`src/rtl/burst_pkg.sv`:
```
package burst_pkg;

    localparam int BEAT_W = 2;

    typedef logic [BEAT_W-1:0] beat_t;

    typedef enum logic {
        ORDER_LINEAR     = 1'b0,
        ORDER_INTERLEAVE = 1'b1
    } order_e;

    typedef enum logic [1:0] {
        OP_HOLD = 2'd0,
        OP_LOAD = 2'd1,
        OP_STEP = 2'd2
    } op_e;

    function automatic op_e decode_op(input logic en, input logic adv, input logic sel);
        op_e op;
        op = OP_HOLD;
        if (en) begin
            if (adv)      op = OP_STEP;
            else if (sel) op = OP_LOAD;
        end
        return op;
    endfunction

    function automatic beat_t map_beat(input order_e ord, input beat_t start, input beat_t off);
        beat_t b;
        if (ord == ORDER_INTERLEAVE) b = start ^ off;
        else                         b = start + off;
        return b;
    endfunction

endpackage

```
`src/rtl/burst_base_reg.sv`:
```
module burst_base_reg
    import burst_pkg::*;
#(
    parameter int ADDR_W = 20
) (
    input  logic              clk,
    input  logic              rst,
    input  op_e               op,
    input  logic [ADDR_W-1:0] ext_addr,
    output logic [ADDR_W-1:0] base_q
);

    always_ff @(posedge clk) begin
        if (rst) begin
            base_q <= '0;
        end else if (op == OP_LOAD) begin
            base_q <= ext_addr;
        end
    end

endmodule

```
`src/rtl/burst_offset_ctr.sv`:
```
module burst_offset_ctr
    import burst_pkg::*;
(
    input  logic  clk,
    input  logic  rst,
    input  op_e   op,
    output beat_t off_q
);

    always_ff @(posedge clk) begin
        if (rst) begin
            off_q <= '0;
        end else begin
            unique case (op)
                OP_LOAD: off_q <= '0;
                OP_STEP: off_q <= off_q + beat_t'(1);
                default: off_q <= off_q;
            endcase
        end
    end

endmodule

```
`src/rtl/burst_order_map.sv`:
```
module burst_order_map
    import burst_pkg::*;
#(
    parameter int ADDR_W = 20
) (
    input  logic [ADDR_W-1:0] base,
    input  beat_t             off,
    input  order_e            ord,
    output logic [ADDR_W-1:0] addr
);

    localparam int UP_W = ADDR_W - BEAT_W;

    beat_t low_beat;

    always_comb begin
        low_beat = map_beat(ord, base[BEAT_W-1:0], off);
    end

    generate
        if (UP_W > 0) begin : g_upper
            assign addr = {base[ADDR_W-1:BEAT_W], low_beat};
        end else begin : g_beat_only
            assign addr = low_beat[ADDR_W-1:0];
        end
    endgenerate

endmodule

```
`src/rtl/burst_addr_gen.sv`:
```
module burst_addr_gen
    import burst_pkg::*;
#(
    parameter int ADDR_W = 20
) (
    input  logic              clk,
    input  logic              rst,
    input  logic              clk_en,
    input  logic              adv_ld,
    input  logic              sel_valid,
    input  logic              mode,
    input  logic [ADDR_W-1:0] ext_addr,
    output logic [ADDR_W-1:0] addr_out
);

    op_e               op;
    logic [ADDR_W-1:0] base_q;
    beat_t             off_q;
    order_e            ord;

    always_comb begin
        op  = decode_op(clk_en, adv_ld, sel_valid);
        ord = order_e'(mode);
    end

    burst_base_reg #(.ADDR_W(ADDR_W)) u_base (
        .clk      (clk),
        .rst      (rst),
        .op       (op),
        .ext_addr (ext_addr),
        .base_q   (base_q)
    );

    burst_offset_ctr u_off (
        .clk   (clk),
        .rst   (rst),
        .op    (op),
        .off_q (off_q)
    );

    burst_order_map #(.ADDR_W(ADDR_W)) u_map (
        .base (base_q),
        .off  (off_q),
        .ord  (ord),
        .addr (addr_out)
    );

endmodule

```
`config.mk`:
```
export PLATFORM = sky130hd
export DESIGN_NAME = burst_addr_gen
export DESIGN_NICKNAME = d
export VERILOG_FILES = /design/src/rtl/burst_pkg.sv /design/src/rtl/burst_base_reg.sv /design/src/rtl/burst_offset_ctr.sv /design/src/rtl/burst_order_map.sv /design/src/rtl/burst_addr_gen.sv
export SDC_FILE = /design/constraint.sdc
export NUM_CORES = 1
export LEC_CHECK = 0
export CAP_MARGIN = 20
export CORE_MARGIN = 1.5
export CORE_UTILIZATION = 59
export DETAILED_ROUTE_END_ITERATION = 12
export DONT_BUFFER_PORTS = 1
export GPL_ROUTABILITY_DRIVEN = 0
export PLACE_DENSITY = 0.75
export SYNTH_ARGS = -nofsm -noshare
export SYNTH_HDL_FRONTEND = slang
export SYNTH_SLANG_ARGS = --single-unit
```
`constraint.sdc`:
```
create_clock -name clk -period 1.18 [get_ports clk]
set_input_delay 0.177 -clock clk [delete_from_list [all_inputs] [get_ports clk]]
set_output_delay 0.177 -clock clk [all_outputs]
set_load 0.01 [all_outputs]
```
; Word level (Yosys, flattened, before mapping)
; Index checks and enable logic that the tools add are counted.
[op_classes]
n_addsub = 2
mul = 0
div = 0
magnitude_cmp = 0
n_eq_ne = 2
shift = 0
n_mux = 5
bitwise_logic = 1
n_reduce_logical = 1
[ops]
columns = op, n
row1 = $mux 2, 3
row2 = $pmux 2 s2, 1
row3 = $add 2x1->2 const B, 1
row4 = $add 2x2->2, 1
row5 = $eq 2x1->1 const B, 1
row6 = $eq 2x2->1 const B, 1
row7 = $reduce_bool 2->1, 1
row8 = $xor 2x2->2, 1
row9 = $mux 1, 1
[totals]
reg_bits = 22
latchBits = 0
mem_bits_rw = 0
rom_bits = 0
input_bits = 26
n_memories = 0

; Logic depth before layout (Yosys ltp)
; Gate-level depths: netlist (run 1).
[logic_depth]
word_depth = 5
depth_mapped = 6

; By module
; From an unflattened synthesis (run 1), not the netlist that was laid out.
[hier_totals]
hier_cells = 126
area_unflattened_um2 = 1204.9
[by_module_without_submodules]
columns = module, n_inst, cells_each, area_per_inst_um2
row1 = burst_base_reg, 1, 91, 912.1
row2 = burst_order_map, 1, 22, 171.4
row3 = burst_offset_ctr, 1, 11, 105.1
row4 = burst_addr_gen, 1, 2, 16.3

; Worst setup path before layout (run 1)
; No wires, ideal clock.
[synth_path]
path_type = input to register
start = input adv_ld
end = register u_base.base_q[0]
t_arrival_ns = 0.963
required_ns = 1.063
slack_ns = 0.100
stages = 5
n_path_buf = 1
path_cell_list = and3b_1 ha_1 buf_6 mux2i_1 nor2_1
[synth_via]
elab_chain_len = 3
[synth_lines]
columns = element, line_no
row1 = "start, declared", burst_addr_gen.sv:9  ; input logic adv_ld,
row2 = $mux 2, burst_pkg.sv:22  ; if (adv) op = OP_STEP;
row3 = $mux 2, burst_pkg.sv:21  ; if (en) begin
row4 = $eq 2x1->1, burst_base_reg.sv:16  ; end else if (op == OP_LOAD) begin
row5 = "end signal, assigned", burst_base_reg.sv:17  ; base_q <= ext_addr;
row6 = "end, declared", burst_base_reg.sv:10  ; output logic [ADDR_W-1:0] base_q
; No other way between the ends.
; A chain may end at the register's enable or synchronous reset.

; Worst setup path in the final report (run 1)
[layout_path]
start = register u_base.base_q[0]
end = output addr_out[1]
[layout_via]
elab_chain_len = 2
[layout_lines]
columns = element, line_no
row1 = $add 2x2->2, burst_pkg.sv:31  ; else b = start + off;
row2 = $mux 2, burst_pkg.sv:30  ; if (ord == ORDER_INTERLEAVE) b = start ^ off;
row3 = "end, declared", burst_addr_gen.sv:13  ; output logic [ADDR_W-1:0] addr_out
; No other way between the ends.

==> parameters.txt, run 1 <==
Parameter                              Value

Outcome
  Run status    complete, but fails checks
  Violations in the final reports    setup timing

Floorplan
  Die width    approximately 44 um
  Core area    1540 um^2
  Initial Utilization    65.1%
  Chip height    roughly 44 um
  Full die area    ~2000 um^2
  Number of rows in the core area    14
  Number of primary I/O pins    46

Timing
  Final period utilization    108%
  Slew at the pin closest to its max-slew limit    769 ps
  Final critical delay including setup and external delays    around 1300 ps
  Max-slew headroom at the worst pin    48.7%
  Max Freq    roughly 780 MHz
  Final hold viol count    0
  Setup TNS    -96.9 ps
  Setup repair after global routing missed its margin    yes
  Max Slew Vio Count    0
  Final number of setup-violating endpoints    1
  Clock tree skew after final layout    between 1.5 and 2 ps
  Setup slack of the critical path after layout    -96.9 ps

Yosys
  Register area share after synthesis    between 40 and 50%
  Count of different cell masters after synthesis    15
  Post-Synthesis Cell Area    approximately 1000 um^2
  Synth Register Bits    22
  Commonest register cell after synthesis    sky130_fd_sc_hd__dfxtp_1
  Number of synthesized flops with an enable pin    0
  Mean area per synthesized cell    9.94 um^2
  Dominant cells by area after synthesis    sky130_fd_sc_hd__dfxtp_1 44%, sky130_fd_sc_hd__mux2i_1 21%, sky130_fd_sc_hd__buf_4 13%
  Syn nets    between 100 and 150
  Yosys top cell area share    43.9%
  Yosys Warn Count    0
  Fraction of synthesis flops using an asynchronous set or reset pin    0%
  Cell type with the highest aggregate area in the netlist    sky130_fd_sc_hd__dfxtp_1
  Most instantiated cells after synthesis    22 x sky130_fd_sc_hd__dfxtp_1, 22 x sky130_fd_sc_hd__nor2_1, 21 x sky130_fd_sc_hd__mux2i_1
  Post-synthesis cell count    between 100 and 150

Job
  Count of max-cap constraint violations    0

Global route
  Global-route layer with the greatest usage    met2
  GR Util met2    roughly 29%
  First-pass GRT wire length    around 2.3 mm
  Met1 Track Usage GR    between 10% and 20%
  Met3 usage    just under 5%
  Via count of the first global-routing pass    558
  Number of antenna violations at the first check in global routing    0
  Largest net degree at the start of global routing    23
  Total global-route track usage    between 10% and 20%
  Total grt overflow    0

Final layout
  Final instance count without filler cells    roughly 100
  Antenna diode count    0
  Net count, final    around 120
  Fraction of final layout cells with drive strength greater than 1    between 10% and 20%
  Number of fill cells    roughly 140
  Area growth from synthesis to layout    -5.74%
  Post-route cell area    roughly 950 um^2
  End-of-flow core utilization    61.4%

Min path
  Type of the most critical hold path    in -> reg
  Hold depth    2

Setup path
  Required time of the critical path    1000 ps
  Largest driver fanout on the critical path    2
  Setup CP Type    reg -> out
  Number of cells on the worst reg-to-reg path    4
  Critical path endpoint category    output port
  Kind of start point of the critical path    flop
  Cell-by-cell listing of the critical path    ha_2 > nor2b_4 > xnor2_2
  Count of cell instances traversed by the critical path    3
  Data arrival, critical path    ~1100 ps
  Kind of cell adding the most delay to the critical path    flip-flops
  Worst path slowest cell    sky130_fd_sc_hd__dfxtp_2
  Number of buffer and inverter instances along the worst setup path    0
  Critical Path Max Stage Delay    around 340 ps

Power
  Maximum VDD drop    0.743 mV
  Total Power Consumption    ~1.2 mW
  Leakage power figure    between 0.3 and 0.4 nW
  Pwr dens    between 1000 and 1500 nW/um^2

Place
  Port-buffer cells    0
  Placed cell count    97
  Cell Area, Placed    883 um^2
  Detailed Place HPWL    just over 1 mm

Routing
  1st-iter DRT viols    4
  Post-Route WL    between 1 and 1.5 mm
  Post-detailed-route DRC marker count    0
  Vias per cell    roughly 5.5
  Post-detailed-route count of antenna-violating nets    0
  DR pass1 iterations    4
  Routed vias    562
  Post-detailed-route wirelength per cell    14.0 um

Clocking
  CTS tree    built
  Largest buffer count on any clock path    2
  Clock H-tree levels    1
  CTS Buf Count    3
  CTS clk-pin slew, worst paths    approximately 110 ps
  Insertion delay to the later sink of the worst-skew pair    slightly below 300 ps
  CTS root buffer    sky130_fd_sc_hd__clkbuf_4
  # clock sinks    22
## timing repair
action / in CTS / in global routing
hold buffers: 1 / 0
gates cloned: 0 / 0
endpoints found under the hold margin: 22 / 0
resized for setup: 6 / 1
setup buffers: 1 / 0
setup endpoints to repair: 1 / 23
pin swaps: 1 / 1
## power breakdown
| part | leakage (nW) | switching (mW) | internal [mW] | total, mW |
|---|---|---|---|---|
| logic | 0.180 | 0.0484 | 0.0472 | 0.0956 |
| clock network | 0.0138 | 0.206 | 0.119 | 0.325 |
| registers | 0.179 | 0.0217 | 0.765 | 0.786 |
## through the flow
stage | hold slack, ps | setup slack, ps
after global placement | 248 | 14.8
after CTS | 19.3 | -134
after floorplan | 246 | 99.6
final | 25.3 | -96.9
after global routing | 23.6 | -136
after detailed placement | 251 | -47.3
## worst register-to-register path, stage by stage, from the launching register on
cell	delay, ps
sky130_fd_sc_hd__dfxtp_2	340
sky130_fd_sc_hd__buf_4	130
sky130_fd_sc_hd__nor2b_1	130
sky130_fd_sc_hd__o21ai_0	90
sky130_fd_sc_hd__a21oi_1	130
## layer usage
layer | share of wire, % | vias up
li1 | - | 282
met5 | 0 | -
met1 | 38 | 255
met2 | 52 | 23
met3 | 8.6 | 2
met4 | 1.2 | 0
## sequential cells by signal (all words and copies together) (netlist names)
name and cells:
u_off.off_q 2, u_base.base_q 20
## path summary, 6_finish.rpt
| check | slack (ps) | to | startpoint |
|---|---|---|---|
| setup / recovery | -100 | addr_out[1] | u_base.base_q[0] |
| hold / removal | 30 | u_base.base_q[14] | ext_addr[14] |
| setup reg to reg | 290 | u_off.off_q[1] | u_off.off_q[0] |
| hold reg to reg | 500 | u_base.base_q[0] | u_base.base_q[0] |
## cell usage in the layout (no fill, tap or decap), types with 2 or more instances in the layout
cell type	n
sky130_fd_sc_hd__mux2i_1	21
sky130_fd_sc_hd__dfxtp_2	2
sky130_fd_sc_hd__ha_1	2
sky130_fd_sc_hd__dfxtp_1	20
sky130_fd_sc_hd__nor2_1	22
sky130_fd_sc_hd__inv_1	2
sky130_fd_sc_hd__clkbuf_4	3
sky130_fd_sc_hd__buf_4	2
## final cells by class
| class | instances | area [um^2] | area share [%] |
|---|---|---|---|
| timing repair buffer | 4 | 47.5 | 5.03 |
| clock buffer | 3 | 22.5 | 2.38 |
| multi-input combinational | 55 | 405 | 42.9 |
| sequential | 22 | 443 | 46.8 |
| tap | 16 | 20.0 | 2.12 |
| inverter | 2 | 7.51 | 0.794 |
## logic make-up after synthesis
family / after synthesis / synth area share (%)
buffers and inverters: 24 / 17.5
flip-flops: 22 / 43.9
XOR/XNOR: 2 / 1.75
AO/OA/AOI/OAI: 2 / 0.997
AND/OR/NAND/NOR: 27 / 11.2
adder cells (fa/ha/maj): 3 / 3.74
multiplexers: 21 / 20.9
No activity file was read; power rests on OpenSTA's default activity.
==> run 2, diff against run 1 <==
--- a/config.mk
+++ b/config.mk
@@ -7,11 +7,11 @@
 export LEC_CHECK = 0
 export CAP_MARGIN = 20
 export CORE_MARGIN = 1.5
-export CORE_UTILIZATION = 59
+export CORE_UTILIZATION = 64
 export DETAILED_ROUTE_END_ITERATION = 12
 export DONT_BUFFER_PORTS = 1
 export GPL_ROUTABILITY_DRIVEN = 0
-export PLACE_DENSITY = 0.75
+export PLACE_DENSITY = 0.8
 export SYNTH_ARGS = -nofsm -noshare
 export SYNTH_HDL_FRONTEND = slang
 export SYNTH_SLANG_ARGS = --single-unit
==> constraint.sdc (replaced) <==
create_clock -name clk -period 1.55 [get_ports clk]
set_input_delay 0.2325 -clock clk [delete_from_list [all_inputs] [get_ports clk]]
set_output_delay 0.2325 -clock clk [all_outputs]
set_load 0.01 [all_outputs]
==> run 2 against run 1 <==
The run now ends clean. Die area fell by 7.3%. Sequential share of layout area is 1.2 points higher. Critical path depth did not move. Routed wire length down 5.0%. Sequential power fell by 24%. Critical path type unchanged. First-iteration DRC count increased by 100%. Clock power down 7.7%. Utilization increased by 0.23 points. Highest routed layer unchanged. Global-route usage decreased by 0.24 points. Design area fell by 3.0%. Non-clock buffer count fell by 1. Power is 20% lower.
==> parameters.txt, run 2 (synthesized netlist as in run 1, its figures left out) <==
Parameter                              Value

Power
  Net switching power of the design    0.210 mW (was 0.276 mW)
  Sw Ratio    21.7% (was 22.9%)
  Maximum VDD drop    0.581 mV (was 0.743 mV)
  Share of power burned in the clock network    31.1% (was 26.9%)
  Sequential Power Share    62.0% (was 65.2%)
  Internal power consumption    0.756 mW (was 0.930 mW)
  Pwr dens    1050 nW/um^2 (was 1280 nW/um^2)
  Leakage power figure    0.357 nW (was 0.373 nW)
  Logic gate share of total power    6.9% (was 7.9%)

Setup path
  Worst path slowest cell    sky130_fd_sc_hd__dfxtp_1 (was sky130_fd_sc_hd__dfxtp_2)
  Number of cells on the worst reg-to-reg path    3 (was 4)
  Setup CP Type    reg -> out (unchanged)
  Worst Setup SP    u_off.off_q[0] (was u_base.base_q[0])
  Kind of start point of the critical path    flop (unchanged)
  Critical path endpoint category    output port (unchanged)
  Critical register-to-register path endpoint    u_off.off_q[1] (unchanged)
  Reg-to-reg critical path startpoint    u_off.off_q[0] (unchanged)
  Critical Path Max Stage Delay    360 ps (was 340 ps)
  Register-to-register setup slack    700 ps (was 290 ps)
  End point of the critical path    addr_out[1] (unchanged)
  Required time of the critical path    1320 ps (was 1000 ps)
  Data arrival, critical path    1210 ps (was 1100 ps)
  Largest driver fanout on the critical path    4 (was 2)
  Cell-by-cell listing of the critical path    ha_1 > nor2b_1 > xnor2_1 (was ha_2 > nor2b_4 > xnor2_2)

Routing
  1st-iter DRT viols    8 (was 4)
  Post-detailed-route DRC marker count    0 (unchanged)
  Post-Route WL    1.36 mm (was 1.43 mm)
  DR pass1 iterations    4 (unchanged)
  Post-detailed-route wirelength per cell    13.3 um (was 14.0 um)
  Routed vias    559 (was 562)
  Post-detailed-route count of antenna-violating nets    0 (unchanged)
  Vias per cell    5.48 (was 5.51)

Timing
  Clock tree skew after final layout    0.0233 ps (was 1.96 ps)
  Final hold viol count    0 (unchanged)
  Max Slew Vio Count    0 (unchanged)
  Min Hold Slack    78.7 ps (was 25.3 ps)
  Slew at the pin closest to its max-slew limit    738 ps (was 769 ps)
  Setup TNS    0 ps (was -96.9 ps)
  Final number of setup-violating endpoints    0 (was 1)
  Final critical delay including setup and external delays    ~1400 ps
  Max Freq    around 700 MHz
  Max-slew headroom at the worst pin    50.6% (was 48.7%)
  Final period utilization    between 90% and 100%
  Setup repair after global routing missed its margin    no (was yes)

Global route
  Total global-route track usage    15.8% (was 16.1%)
  Via count of the first global-routing pass    548 (was 558)
  Total grt overflow    0 (unchanged)
  First-pass GRT wire length    2.17 mm (was 2.30 mm)
  Number of antenna violations at the first check in global routing    0 (unchanged)
  Largest net degree at the start of global routing    23 (unchanged)

Final layout
  Final instance count without filler cells    102 (unchanged)
  Commonest non-fill, non-tap cells in the layout    22 x sky130_fd_sc_hd__nor2_1, 22 x sky130_fd_sc_hd__dfxtp_1, 21 x sky130_fd_sc_hd__mux2i_1, 3 x sky130_fd_sc_hd__ha_1, 3 x sky130_fd_sc_hd__clkbuf_4 (was 22 x sky130_fd_sc_hd__nor2_1, 21 x sky130_fd_sc_hd__mux2i_1, 20 x sky130_fd_sc_hd__dfxtp_1, 3 x sky130_fd_sc_hd__clkbuf_4)
  Area growth from synthesis to layout    -8.60% (was -5.74%)
  Flip-flop count of the largest register after layout    20 (unchanged)
  Antenna diode count    0 (unchanged)
  Number of fill cells    135 (was 143)
  Largest register by flop count    u_base.base_q (unchanged)
  End-of-flow core utilization    61.6% (was 61.4%)
  Registers with the highest flip-flop counts    u_base.base_q (20), u_off.off_q (2) (unchanged)
  Net count, final    116 (was 117)
  Post-route cell area    917 um^2 (was 946 um^2)
  Fraction of final layout cells with drive strength greater than 1    6.98% (was 12.8%)

Floorplan
  Number of primary I/O pins    46 (unchanged)
  Chip height    42.6 um (was 44.2 um)
  Full die area    1810 um^2 (was 1960 um^2)
  Die width    42.6 um (was 44.2 um)
  Number of rows in the core area    14 (unchanged)
  Initial Utilization    67.4% (was 65.1%)
  Core area    1490 um^2 (was 1540 um^2)

Clocking
  Clock H-tree levels    1 (unchanged)
  CTS Buf Count    3 (unchanged)
  PostCTS Resize Cnt    0 (was 6)
  CTS tree    built (unchanged)
  Insertion delay to the later sink of the worst-skew pair    290 ps (about the same)
  CTS clk-pin slew, worst paths    120 ps (was 110 ps)
  CTS root buffer    sky130_fd_sc_hd__clkbuf_4 (unchanged)
  # clock sinks    22 (unchanged)
  Largest buffer count on any clock path    2 (unchanged)

Min path
  Type of the most critical hold path    in -> reg (unchanged)

Place
  Placed cell count    97 (unchanged)
  Cell Area, Placed    871 um^2 (was 883 um^2)
  Detailed Place HPWL    1.02 mm (was 1.01 mm)
  Port-buffer cells    0 (unchanged)

Job
  Count of max-cap constraint violations    0 (unchanged)

Outcome
  Run status    finished, final reports clean (was complete, but fails checks)
run 2: how the worst min path moves through the flow:
| stage | startpoint | to | slack (ps) | cells past startpoint |
|---|---|---|---|---|
| 4_1_cts | ext_addr[5] | u_base.base_q[5] | 70 | 2 |
| 6_report | ext_addr[4] | u_base.base_q[4] | 80 | 2 |
| 3_3_place_gp | rst | u_off.off_q[1] | 300 | 1 |
| 2_1_floorplan | rst | u_off.off_q[1] | 300 | 1 |
| 5_1_grt | ext_addr[3] | u_base.base_q[3] | 70 | 2 |
| 3_5_place_dp | rst | u_off.off_q[1] | 310 | 1 |
run 2: worst max-delay path: cells and delay by family (launching register included):
kind	cells	cell delay, ps
XOR/XNOR	1	250
adder cells (fa/ha/maj)	1	180
flip-flops	1	360
AND/OR/NAND/NOR	1	130
run 2: power groups by stage:
stage,Sequential [mW],Clock (mW),Combinational (mW)
6_report,0.599,0.300,0.0665
3_3_place_gp,0.611,0,0.0545
4_1_cts,0.599,0.310,0.0677
2_1_floorplan,0.601,0,0.0852
5_1_grt,0.601,0.329,0.0765
3_5_place_dp,0.612,0,0.0579
run 2: through the flow:
stage	setup slack (ps)	total power, mW
floorplan	414	0.686
global placement	345	0.666
detailed placement	282	0.669
CTS	92.0	0.976
global route	24.5	1.01
finish	106	0.965
run 2: final cells by class:
| cell class | count | area, um^2 | area share, % |
|---|---|---|---|
| well taps | 16 | 20.0 | 2.18 |
| clock buffers | 4 | 36.3 | 3.96 |
| multi-input cells | 55 | 388 | 42.3 |
| repair buffers | 3 | 25.0 | 2.73 |
| flip-flops and latches | 22 | 440 | 48.0 |
| inverters | 2 | 7.51 | 0.819 |
run 2: what timing repair did:
| action | CTS | global route |
|---|---|---|
| hold buffers | 1 | 0 |
| hold endpoints to repair | 22 | 0 |
| setup buffers | 0 | 0 |
| endpoints found under the setup margin | 0 | 0 |
run 2: metal layers:
metal / GRT usage, % / part of all wire (%) / routed length, um / vias to the layer above
met5: 0 / 0 / 0 / -
met4: 7.50 / 0.96 / 13 / 0
met3: 4.74 / 8.0 / 109 / 2
met2: 26.8 / 53 / 717 / 24
met1: 18.1 / 38 / 517 / 252
li1: - / - / - / 281
==> run 3, diff against run 2 <==
--- a/config.mk
+++ b/config.mk
@@ -11,7 +11,7 @@
 export DETAILED_ROUTE_END_ITERATION = 12
 export DONT_BUFFER_PORTS = 1
 export GPL_ROUTABILITY_DRIVEN = 0
-export PLACE_DENSITY = 0.8
+export PLACE_DENSITY = 0.79
 export SYNTH_ARGS = -nofsm -noshare
 export SYNTH_HDL_FRONTEND = slang
 export SYNTH_SLANG_ARGS = --single-unit
==> run 3 against run 2 <==
Flip-flop and latch count stayed put. Die area unchanged. Routed wire length shrank 4.7%. Utilization stayed put. Largest power group unchanged.
==> parameters.txt, run 3 (synthesized netlist as in run 1, its figures left out) <==
Parameter                              Value

Power
  Maximum VDD drop    0.545 mV (was 0.581 mV)
  Net switching power of the design    0.207 mW (was 0.210 mW)
  Share of power burned in the clock network    31.0% (was 31.1%)
  Logic gate share of total power    6.9% (about the same)
  Leakage power figure    0.357 nW (unchanged)
  Sequential Power Share    62.1% (was 62.0%)
  Internal power consumption    0.756 mW (about the same)
  Sw Ratio    21.5% (was 21.7%)
  Total Power Consumption    0.963 mW (was 0.965 mW)
  Pwr dens    1050 nW/um^2 (about the same)

Setup path
  Critical Path Max Stage Delay    350 ps (was 360 ps)
  End point of the critical path    addr_out[1] (unchanged)
  Worst path slowest cell    sky130_fd_sc_hd__dfxtp_1 (unchanged)
  Reg-to-reg critical path startpoint    u_off.off_q[0] (unchanged)
  Number of cells on the worst reg-to-reg path    3 (unchanged)
  Data arrival, critical path    1190 ps (was 1210 ps)
  Required time of the critical path    1320 ps (about the same)
  Register-to-register setup slack    700 ps (about the same)
  Setup CP Type    reg -> out (unchanged)
  Worst Setup SP    u_off.off_q[0] (unchanged)
  Largest driver fanout on the critical path    4 (unchanged)
  Critical register-to-register path endpoint    u_off.off_q[1] (unchanged)
  Kind of start point of the critical path    flop (unchanged)
  Cell-by-cell listing of the critical path    ha_1 > nor2b_1 > xnor2_1 (unchanged)
  Critical path endpoint category    output port (unchanged)

Timing
  Setup TNS    0 ps (unchanged)
  Min Hold Slack    82.5 ps (was 78.7 ps)
  Final number of setup-violating endpoints    0 (unchanged)
  Final hold viol count    0 (unchanged)
  Slew at the pin closest to its max-slew limit    743 ps (was 738 ps)
  Max Slew Vio Count    0 (unchanged)
  Max-slew headroom at the worst pin    50.3% (was 50.6%)
  Clock tree skew after final layout    0.0459 ps (was 0.0233 ps)
  Setup repair after global routing missed its margin    no (unchanged)
  Final critical delay including setup and external delays    1430 ps (was 1440 ps)
  Final period utilization    91.9% (was 93.2%)
  Max Freq    702 MHz (was 693 MHz)

Final layout
  Antenna diode count    0 (unchanged)
  Area growth from synthesis to layout    -8.60% (unchanged)
  Net count, final    116 (unchanged)
  Commonest non-fill, non-tap cells in the layout    22 x sky130_fd_sc_hd__nor2_1, 22 x sky130_fd_sc_hd__dfxtp_1, 21 x sky130_fd_sc_hd__mux2i_1, 3 x sky130_fd_sc_hd__ha_1, 3 x sky130_fd_sc_hd__clkbuf_4 (unchanged)
  Fraction of final layout cells with drive strength greater than 1    6.98% (unchanged)
  Registers with the highest flip-flop counts    u_base.base_q (20), u_off.off_q (2) (unchanged)
  Largest register by flop count    u_base.base_q (unchanged)
  Flip-flop count of the largest register after layout    20 (unchanged)

Global route
  Number of antenna violations at the first check in global routing    0 (unchanged)
  Largest net degree at the start of global routing    23 (unchanged)
  Via count of the first global-routing pass    549 (was 548)
  Total global-route track usage    15.6% (was 15.8%)
  First-pass GRT wire length    2.11 mm (was 2.17 mm)
  Total grt overflow    0 (unchanged)

Floorplan
  Die width    42.6 um (unchanged)
  Number of primary I/O pins    46 (unchanged)
  Number of rows in the core area    14 (unchanged)
  Chip height    42.6 um (unchanged)
  Full die area    1810 um^2 (unchanged)
  Initial Utilization    67.4% (unchanged)
  Core area    1490 um^2 (unchanged)

Clocking
  Insertion delay to the later sink of the worst-skew pair    290 ps (about the same)
  CTS root buffer    sky130_fd_sc_hd__clkbuf_4 (unchanged)
  # clock sinks    22 (unchanged)
  Clock H-tree levels    1 (unchanged)
  Largest buffer count on any clock path    2 (unchanged)
  CTS clk-pin slew, worst paths    110 ps (was 120 ps)
  CTS tree    built (unchanged)
  Post-CTS setup repair buffer count    0 (unchanged)
  CTS Buf Count    3 (unchanged)

Routing
  Post-detailed-route wirelength per cell    12.7 um (was 13.3 um)
  1st-iter DRT viols    10 (was 8)
  Routed vias    557 (was 559)
  Vias per cell    5.46 (was 5.48)
  DR pass1 iterations    4 (unchanged)
  Post-Route WL    1.29 mm (was 1.36 mm)
  Post-detailed-route count of antenna-violating nets    0 (unchanged)
  Post-detailed-route DRC marker count    0 (unchanged)

Outcome
  Run status    finished, final reports clean (unchanged)

Job
  Count of max-cap constraint violations    0 (unchanged)

Min path
  Worst hold path startpoint    ext_addr[14] (was ext_addr[4])
  Type of the most critical hold path    in -> reg (unchanged)

Place
  Port-buffer cells    0 (unchanged)
  Detailed Place HPWL    997 um (was 1.02 mm)
[run 3: cell counts in the layout (fill, tap and decap cells not counted)]
Identical to the previous run, type by type.
[run 3: final cells by class]
cell class | count | area, um^2
sequential | 22 | 440
timing repair buffer | 3 | 25.0
inverter | 2 | 7.51
tap | 16 | 20.0
fill | 130 | 572
clock buffer | 4 | 36.3
multi-input combinational | 55 | 388
[run 3: through the flow]
stage / setup slack, ps / area (um^2) / util (%) / instances
2_1_floorplan: 414 / 1000 / - / 101
3_3_place_gp: 340 / 871 / 58.5 / 97
3_5_place_dp: 282 / 871 / 58.5 / 97
4_1_cts: 101 / 917 / 61.6 / 102
5_1_grt: 61.2 / 917 / 61.6 / 102
6_report: 125 / 917 / 61.6 / 102
[run 3: worst min path at each step]
| stage | slack (ps) | cells after the start | end |
|---|---|---|---|
| after floorplan | 300 | 1 | u_off.off_q[1] |
| after global placement | 300 | 1 | u_off.off_q[1] |
| after detailed placement | 310 | 1 | u_base.base_q[0] |
| after CTS | 70 | 2 | u_base.base_q[3] |
| after global routing | 70 | 2 | u_base.base_q[15] |
| final | 80 | 2 | u_base.base_q[14] |
[run 3: timing repair]
item,4_1_cts,5_1_grt
hold endpoints to repair,22,0
endpoints found under the setup margin,0,0
hold buffers,1,0
gates resized for setup,0,0
[run 3: power groups by stage]
stage	sequential [mW]	clock, mW	combinational, mW
after floorplan	0.601	0	0.0852
after global placement	0.611	0	0.0548
after detailed placement	0.611	0	0.0579
after CTS	0.599	0.314	0.0672
after global routing	0.600	0.327	0.0756
final	0.598	0.298	0.0662
[run 3: critical path: cells and delay by family, from the launching register on]
kind / cells / cell delay, ps
fa+ha+maj: 1 / 170
simple gates: 1 / 130
xor+xnor: 1 / 250
flops: 1 / 350
[run 3: routing by layer]
layer	global-route usage, %	routed length (um)	vias up
met1	17.1	507	250
met5	0	0	-
met4	9.38	18	0
li1	-	-	281
met3	3.02	103	2
met2	27.4	664	24
